===== config.mk =====
export PLATFORM = sky130hd
export DESIGN_NAME = rate_search_ctrl
export DESIGN_NICKNAME = d
export VERILOG_FILES = /design/src/rtl/rsearch_pkg.sv /design/src/rtl/rsearch_table.sv /design/src/rtl/rsearch_seq.sv /design/src/rtl/rsearch_regs.sv /design/src/rtl/rate_search_ctrl.sv
export SDC_FILE = /design/constraint.sdc
export NUM_CORES = 1
export LEC_CHECK = 0
export ABC_AREA = 1
export BUFFER_PORTS_ARGS = -buffer_cell sky130_fd_sc_hd__buf_4
export CORE_MARGIN = 2
export CORE_UTILIZATION = 59
export DETAILED_ROUTE_END_ITERATION = 16
export PLACE_DENSITY = 0.8
export SYNTH_ARGS = -nofsm -noshare
export SYNTH_HDL_FRONTEND = slang
export SYNTH_SLANG_ARGS = --single-unit

===== constraint.sdc =====
create_clock -name clk -period 4.2 [get_ports clk]
set_input_delay 0.42 -clock clk [delete_from_list [all_inputs] [get_ports clk]]
set_output_delay 0.42 -clock clk [all_outputs]
set_load 0.03 [all_outputs]

===== src/rtl/rsearch_pkg.sv =====
// Package rsearch_pkg
// Shared constants, state encoding and control bundle for the rate search.
// Assumes eight candidate rates in ascending order, index 0 slowest.
package rsearch_pkg;

    localparam int NUM_RATES = 8;
    localparam int IDX_W     = $clog2(NUM_RATES);
    localparam int RATE_W    = 2;
    localparam int MULT_W    = 5;
    localparam int REFSEL_W  = 2;
    localparam int ADDR_W    = 2;

    typedef enum logic [1:0] {
        ST_IDLE = 2'd0,
        ST_HUNT = 2'd1,
        ST_HOLD = 2'd2
    } srch_state_e;

    typedef struct packed {
        logic [RATE_W-1:0] tx_rate;
        logic [RATE_W-1:0] rx_rate;
        logic [MULT_W-1:0] pll_mult;
    } lane_cfg_t;

    // PLL multiplier for a reference clock selection and rate family
    function automatic logic [MULT_W-1:0] mult_for(input logic [REFSEL_W-1:0] rs,
                                                   input logic upper_family);
        logic [MULT_W-1:0] m;
        case (rs)
            2'd1:    m = upper_family ? MULT_W'(25) : MULT_W'(20);
            2'd2:    m = upper_family ? MULT_W'(10) : MULT_W'(8);
            default: m = upper_family ? MULT_W'(20) : MULT_W'(16);
        endcase
        return m;
    endfunction

endpackage


===== src/rtl/rsearch_table.sv =====
// Module rsearch_table
// Maps a rate index and reference clock selection to the control bundle.
// Assumes even indices belong to the lower multiplier family and odd to the
// upper one, and that rate codes pair up two indices per scale step.
module rsearch_table
    import rsearch_pkg::*;
#(
    parameter int N = NUM_RATES
) (
    input  logic [IDX_W-1:0]    idx,
    input  logic [REFSEL_W-1:0] ref_sel,
    output lane_cfg_t           cfg
);

    localparam int TOP_PAIR = (N - 1) / 2;

    logic [RATE_W-1:0] rate_lut [N];

    // one rate code per index: fastest pair gets code 0
    for (genvar g = 0; g < N; g++) begin : g_rate
        assign rate_lut[g] = RATE_W'(TOP_PAIR - g / 2);
    end

    // combine the rate code and the reference-dependent multiplier
    always_comb begin
        cfg.tx_rate  = rate_lut[idx];
        cfg.rx_rate  = rate_lut[idx];
        cfg.pll_mult = mult_for(ref_sel, idx[0]);
    end

endmodule


===== src/rtl/rsearch_seq.sv =====
// Module rsearch_seq
// Search state machine: picks the highest enabled rate, dwells on it,
// steps down through enabled rates with wrap, locks on sync and resumes
// after a full dwell without sync. Assumes the mask is sampled each cycle.
module rsearch_seq
    import rsearch_pkg::*;
#(
    parameter int N       = NUM_RATES,
    parameter int DWELL_W = 32
) (
    input  logic               clk,
    input  logic               rst_n,
    input  logic               search_en,
    input  logic [N-1:0]       rate_mask,
    input  logic [DWELL_W-1:0] dwell_cycles,
    input  logic               sync_ok,
    output srch_state_e        state,
    output logic [IDX_W-1:0]   idx
);

    logic               active;
    logic [DWELL_W-1:0] cnt;
    logic [DWELL_W-1:0] limit;
    logic [IDX_W-1:0]   top_idx;
    logic [IDX_W-1:0]   next_idx;
    logic               dwell_done;

    // highest set bit of the mask
    function automatic logic [IDX_W-1:0] top_enabled(input logic [N-1:0] m);
        logic [IDX_W-1:0] r;
        r = '0;
        for (int i = 0; i < N; i++) begin
            if (m[i]) r = IDX_W'(i);
        end
        return r;
    endfunction

    // nearest enabled index below cur, wrapping to the top
    function automatic logic [IDX_W-1:0] lower_enabled(input logic [IDX_W-1:0] cur,
                                                       input logic [N-1:0] m);
        logic [IDX_W-1:0] r;
        r = cur;
        for (int k = N - 1; k >= 1; k--) begin
            int c;
            c = (int'(cur) - k + N) % N;
            if (m[c]) r = IDX_W'(c);
        end
        return r;
    endfunction

    // decode search activity, dwell limit and candidate indices
    always_comb begin
        active     = search_en && (|rate_mask);
        limit      = (dwell_cycles == '0) ? '0 : dwell_cycles - DWELL_W'(1);
        dwell_done = (cnt >= limit);
        top_idx    = top_enabled(rate_mask);
        next_idx   = lower_enabled(idx, rate_mask);
    end

    // state, index and dwell counter update
    always_ff @(posedge clk) begin
        if (!rst_n) begin
            state <= ST_IDLE;
            idx   <= '0;
            cnt   <= '0;
        end else if (!active) begin
            state <= ST_IDLE;
            idx   <= '0;
            cnt   <= '0;
        end else begin
            case (state)
                ST_IDLE: begin
                    state <= ST_HUNT;
                    idx   <= top_idx;
                    cnt   <= '0;
                end
                ST_HUNT: begin
                    if (sync_ok) begin
                        state <= ST_HOLD;
                        cnt   <= '0;
                    end else if (dwell_done) begin
                        idx <= next_idx;
                        cnt <= '0;
                    end else begin
                        cnt <= cnt + DWELL_W'(1);
                    end
                end
                ST_HOLD: begin
                    if (sync_ok) begin
                        cnt <= '0;
                    end else if (dwell_done) begin
                        state <= ST_HUNT;
                        idx   <= next_idx;
                        cnt   <= '0;
                    end else begin
                        cnt <= cnt + DWELL_W'(1);
                    end
                end
                default: begin
                    state <= ST_IDLE;
                    cnt   <= '0;
                end
            endcase
        end
    end

    // sync while hunting locks on the same index next cycle
    p_lock_on_sync_r6: assert property (@(posedge clk) disable iff (!rst_n)
        (active && state == ST_HUNT && sync_ok) |=> (state == ST_HOLD && $stable(idx)));

    // a held lock with sync present stays put
    p_hold_stays_r6: assert property (@(posedge clk) disable iff (!rst_n)
        (active && state == ST_HOLD && sync_ok) |=> (state == ST_HOLD && $stable(idx)));

    // dwell counter never passes the limit while the limit is steady
    p_no_overflow_r3: assert property (@(posedge clk) disable iff (!rst_n)
        (state != ST_IDLE && $stable(dwell_cycles)) |-> (cnt <= limit));

    // a step during the hunt lands on an enabled index
    p_step_enabled_r1: assert property (@(posedge clk) disable iff (!rst_n)
        (state == ST_HUNT && $past(state) == ST_HUNT && idx != $past(idx)
         && $stable(rate_mask)) |-> rate_mask[idx]);

    // inactive search returns to idle
    p_idle_when_off_r10: assert property (@(posedge clk) disable iff (!rst_n)
        !active |=> (state == ST_IDLE));

endmodule


===== src/rtl/rsearch_regs.sv =====
// Module rsearch_regs
// Management registers for the rate and multiplier controls, override
// multiplexer and live read-back. Writes are always stored; the override
// selects the search values for both outputs and reads.
module rsearch_regs
    import rsearch_pkg::*;
#(
    parameter int RST_MULT = 16
) (
    input  logic              clk,
    input  logic              rst_n,
    input  logic              wr_en,
    input  logic [ADDR_W-1:0] addr,
    input  logic [MULT_W-1:0] wdata,
    input  logic              override,
    input  lane_cfg_t         live_cfg,
    output lane_cfg_t         applied,
    output logic [MULT_W-1:0] rdata
);

    lane_cfg_t stored;

    // store management writes regardless of the search
    always_ff @(posedge clk) begin
        if (!rst_n) begin
            stored.tx_rate  <= '0;
            stored.rx_rate  <= '0;
            stored.pll_mult <= MULT_W'(RST_MULT);
        end else if (wr_en) begin
            case (addr)
                2'd0:    stored.tx_rate  <= wdata[RATE_W-1:0];
                2'd1:    stored.rx_rate  <= wdata[RATE_W-1:0];
                2'd2:    stored.pll_mult <= wdata;
                default: ;
            endcase
        end
    end

    // choose the search values while the search owns the controls
    always_comb applied = override ? live_cfg : stored;

    // read back the applied value of the addressed control
    always_comb begin
        case (addr)
            2'd0:    rdata = MULT_W'(applied.tx_rate);
            2'd1:    rdata = MULT_W'(applied.rx_rate);
            2'd2:    rdata = applied.pll_mult;
            default: rdata = '0;
        endcase
    end

    // a rate write is held in the register on the next cycle
    p_write_kept_r11: assert property (@(posedge clk) disable iff (!rst_n)
        (wr_en && addr == 2'd0) |=> (stored.tx_rate == $past(wdata[RATE_W-1:0])));

    // writes during an ongoing override leave the applied multiplier alone
    p_write_ignored_r8: assert property (@(posedge clk) disable iff (!rst_n)
        (override && wr_en && $stable(live_cfg)) |=> (!override || applied.pll_mult == $past(applied.pll_mult)));

endmodule


===== src/rtl/rate_search_ctrl.sv =====
// Module rate_search_ctrl
// Top of the line rate search: sequencer, rate table and register override.
// Assumes all inputs are synchronous to clk; read data is combinational.
module rate_search_ctrl
    import rsearch_pkg::*;
#(
    parameter int DWELL_W  = 32,
    parameter int RST_MULT = 16
) (
    input  logic                 clk,
    input  logic                 rst_n,
    input  logic                 search_en,
    input  logic [NUM_RATES-1:0] rate_mask,
    input  logic [DWELL_W-1:0]   dwell_cycles,
    input  logic [REFSEL_W-1:0]  ref_sel,
    input  logic                 sync_ok,
    input  logic                 mgmt_wr_en,
    input  logic [ADDR_W-1:0]    mgmt_addr,
    input  logic [MULT_W-1:0]    mgmt_wdata,
    output logic [MULT_W-1:0]    mgmt_rdata,
    output logic [RATE_W-1:0]    tx_rate,
    output logic [RATE_W-1:0]    rx_rate,
    output logic [MULT_W-1:0]    pll_mult,
    output logic                 locked,
    output logic [IDX_W-1:0]     lock_idx
);

    srch_state_e      state;
    logic [IDX_W-1:0] idx;
    lane_cfg_t        live_cfg;
    lane_cfg_t        applied;
    logic             override;

    rsearch_seq #(.N(NUM_RATES), .DWELL_W(DWELL_W)) u_seq (
        .clk          (clk),
        .rst_n        (rst_n),
        .search_en    (search_en),
        .rate_mask    (rate_mask),
        .dwell_cycles (dwell_cycles),
        .sync_ok      (sync_ok),
        .state        (state),
        .idx          (idx)
    );

    rsearch_table #(.N(NUM_RATES)) u_table (
        .idx     (idx),
        .ref_sel (ref_sel),
        .cfg     (live_cfg)
    );

    rsearch_regs #(.RST_MULT(RST_MULT)) u_regs (
        .clk      (clk),
        .rst_n    (rst_n),
        .wr_en    (mgmt_wr_en),
        .addr     (mgmt_addr),
        .wdata    (mgmt_wdata),
        .override (override),
        .live_cfg (live_cfg),
        .applied  (applied),
        .rdata    (mgmt_rdata)
    );

    // the search owns the controls whenever it is out of idle
    always_comb override = (state != ST_IDLE);

    // drive the controls and the lock status
    always_comb begin
        tx_rate  = applied.tx_rate;
        rx_rate  = applied.rx_rate;
        pll_mult = applied.pll_mult;
        locked   = (state == ST_HOLD);
        lock_idx = (state == ST_HOLD) ? idx : '0;
    end

    // lock index reads zero whenever not locked
    p_idx_zero_unlocked_r12: assert property (@(posedge clk) disable iff (!rst_n)
        !locked |-> (lock_idx == '0));

endmodule


==> flow_metrics.tcl <==
set metrics [dict create \
    syn_to_final_growth_pct 14.7 \
    synth_edf_count 0 \
    path_clk_slew_ns 0.10 \
    synth.area.top_cells "dfxtp_1 (19%), nand2_1 (14%), ha_1 (11%)" \
    peakVddDrop_v 0.000199 \
    timing.rr.start "u_seq.idx[0]$_SDFFE_PN0P_" \
    htree_levels 2 \
    rows 33 \
    postSynthCellCount 788 \
    initial_core_util 0.606 \
    post_drt_wl_per_cell_um 13.2 \
    clock_latency_ns 0.31 \
    fin_crit_ns 3.60 \
    core_region_area_um2 8130 \
    track_usage 0.286 \
    cts_resized 0 \
    place_hpwl_mm 10.4 \
    cap_violations 0 \
    internal-power_mw 0.797 \
    cts_buffers 5 \
    finalSetupTns_ns 0 \
    fin_ws_ns 0.598 \
    startpoint "dwell_cycles[0]" \
    synth_seq_area_share 0.187 \
    ys_types 47 \
    drt.antenna.violating_nets 0 \
    die_y_um 95.4 \
    max_slew_margin 0.585 \
    min_from "mgmt_wdata[4]" \
    clkSinkCount 46 \
    switchingPower_mw 0.483 \
    max_stage_delay_ns 0.51 \
    status "finished clean" \
    die-area_um2 9100 \
    worst_pin_slew_ns 0.622 \
    layout_commonest_cell "nand2_1" \
    synthFlopType "dfxtp_1" \
    grt_start_max_net_pins 19 \
    path_delay_family "simple AND/OR/NAND/NOR gates" \
    io_pins 72 \
    r2r-end "u_seq.idx[0]$_SDFFE_PN0P_" \
    design_area_um2 5650 \
    comb_power_share 0.370 \
    remaining_drc_errors 0 \
    rsz0062_at_grt "false" \
    critPathKind "in2reg" \
    yosys_warnings 0 \
    max_freq_mhz 278 \
    setup_viol 0 \
    finalWeightedCongestion 0.956 \
    cts_max_path_buffers 2 \
    cts_setup_buffers 0 \
    drt_iter0_markers 323 \
    grt_pass1_wl_mm 21.2 \
    netSwitchingFraction 0.377 \
    placed_area_um2 5540 \
    drive_gt1_frac 0.171 \
    viasPerCell 5.55 \
    top_usage_layer "met2" \
    cts_root_buffer "clkbuf_8" \
    ys_seq_elements 46 \
    crit_path_top_delay_cell "nor2_2" \
    required_ns 4.45 \
    final_cell_mix "nand2_1 (179), inv_1 (100), nor2_1 (95)" \
    avgSynthCellArea_um2 6.25 \
    crit_chain "buf_4, inv_1, ha_1, nand2_1, nor2_1, nand3_1, nor3_1, nand3_1, nor2_1, nand2_1, nor2_1, o211ai_1, ha_1, nand2_1, nor2_1, nand2_1, inv_1, a21oi_1, nand4_2, nor2_2, and3_1" \
    antenna_found_initial 0 \
    min_period_over_period 0.858 \
    use_met2 0.501 \
    synth_area_um2 4930 \
    worstPathArrival_ns 3.86 \
    whs_ns 0.364 \
    min_path_type "in2reg" \
    reg2reg_depth 14 \
    final_max_slew_viol_count 0 \
    grt_use_met1 0.359 \
    yosys.area.top_type_share 0.187 \
    port_buffers 71 \
    vias 5354 \
    synth_top_area_cell "dfxtp_1" \
    regToRegSetupSlack_ns 1.54 \
    critPathBufInv 3 \
    post-place-ws_ns 0.311 \
    cp-start-kind "input pin" \
    use_met3 0.0269 \
    critPathMaxFanout 18 \
    layout.nets 955 \
    grt_pass1_vias 4941 \
    pwr-share-seq 0.360 \
    cp-endpoint "u_seq.cnt[10]$_SDFF_PP0_" \
    die_width_um 95.4 \
    syn_nets 885 \
    drtPass1Iterations 5 \
    cts_hold_buffers 0 \
    p_clk_frac 0.271 \
    wl_mm 12.8 \
    cts_tree "done" \
    end_kind "flop" \
    power.density_nw_per_um2 227 \
    cp_num_cells 21 \
    synthArstFlopShare 0 \
    n_antenna_cell 0 \
    leakage_nw 2.81 \
    fin_worst_skew_ns 0.0146 \
    hold_violations 0 \
    overflow 0 \
]
==> power by group through the flow <==
stage,clock network (mW),registers (mW),logic [mW]
2_1_floorplan,0,0.459,0.336
3_3_place_gp,0,0.470,0.457
3_5_place_dp,0,0.470,0.467
4_1_cts,0.341,0.460,0.470
5_1_grt,0.359,0.462,0.532
6_report,0.346,0.460,0.473
==> synthesized netlist by cell type (6+ instances only) <==
| library cell | n |
|---|---|
| a21oi_1 | 40 |
| and2_1 | 10 |
| and3_1 | 6 |
| dfxtp_1 | 46 |
| ha_1 | 43 |
| inv_1 | 100 |
| inv_2 | 6 |
| nand2_1 | 179 |
| nand2_2 | 16 |
| nand3_1 | 60 |
| nand3_2 | 10 |
| nand4_1 | 12 |
| nor2_1 | 95 |
| nor2_2 | 10 |
| nor3_1 | 23 |
| nor4_1 | 12 |
| o21a_1 | 7 |
| o21ai_0 | 33 |
| or2_2 | 6 |
| xnor2_1 | 7 |
| xor2_1 | 15 |
==> how the worst min path moves through the flow <==
stage	to	slack, ns	cells after the start
after floorplan	u_regs.stored[4]$_SDFFE_PN1P_	0.42	2
after global placement	u_regs.stored[4]$_SDFFE_PN1P_	0.44	2
after detailed placement	u_regs.stored[4]$_SDFFE_PN1P_	0.45	2
after CTS	u_regs.stored[4]$_SDFFE_PN1P_	0.36	3
after global routing	u_regs.stored[4]$_SDFFE_PN1P_	0.38	2
final	u_regs.stored[4]$_SDFFE_PN1P_	0.36	3
==> flip-flops by register name, summed over array words and instances (netlist names) <==
register and count:
u_regs.stored 9, u_seq.cnt 32, u_seq.state 2, u_seq.idx 3
==> metrics by stage <==
step	total power [mW]	util	instances
6_report	1.28	0.694	964
5_1_grt	1.35	0.694	964
4_1_cts	1.27	0.694	964
3_5_place_dp	0.937	0.681	956
3_3_place_gp	0.927	0.681	956
2_1_floorplan	0.795	-	788
==> cell type report <==
cell class | count | area, µm²
clock buffers | 5 | 68.8
clock inverters | 3 | 43.8
fillers | 714 | 2490
inverters | 108 | 408
multi-input cells | 625 | 3530
flip-flops and latches | 46 | 921
well taps | 105 | 131
repair buffers | 72 | 541
==> per-layer routing <==
metal | vias up | share of wire | routed length, µm
met3 | 41 | 0.049 | 630
li1 | 2729 | - | -
met2 | 177 | 0.46 | 5890
met1 | 2407 | 0.46 | 5830
met5 | - | 0 | 0
met4 | 0 | 0.032 | 405
==> cells by family (layout without fill, tap and decap cells) <==
family / after synthesis / count (layout) / synth area share
and+or+nand+nor: 458 / 458 / 0.447
buffers and inverters: 117 / 188 / 0.0955
AOI/OAI and AO/OA: 101 / 101 / 0.117
DFF: 46 / 46 / 0.187
adders and majority gates: 43 / 43 / 0.109
xor gates and xnor gates: 23 / 23 / 0.0447
==> worst reg2reg max path, delay by kind of cell, from the launching register on <==
family,cells,cell delay (ns)
simple gates,11,1.05
flops,1,0.62
fa+ha+maj,1,0.45
buf+inv,2,0.45
(Power assumes the default switching activity.)
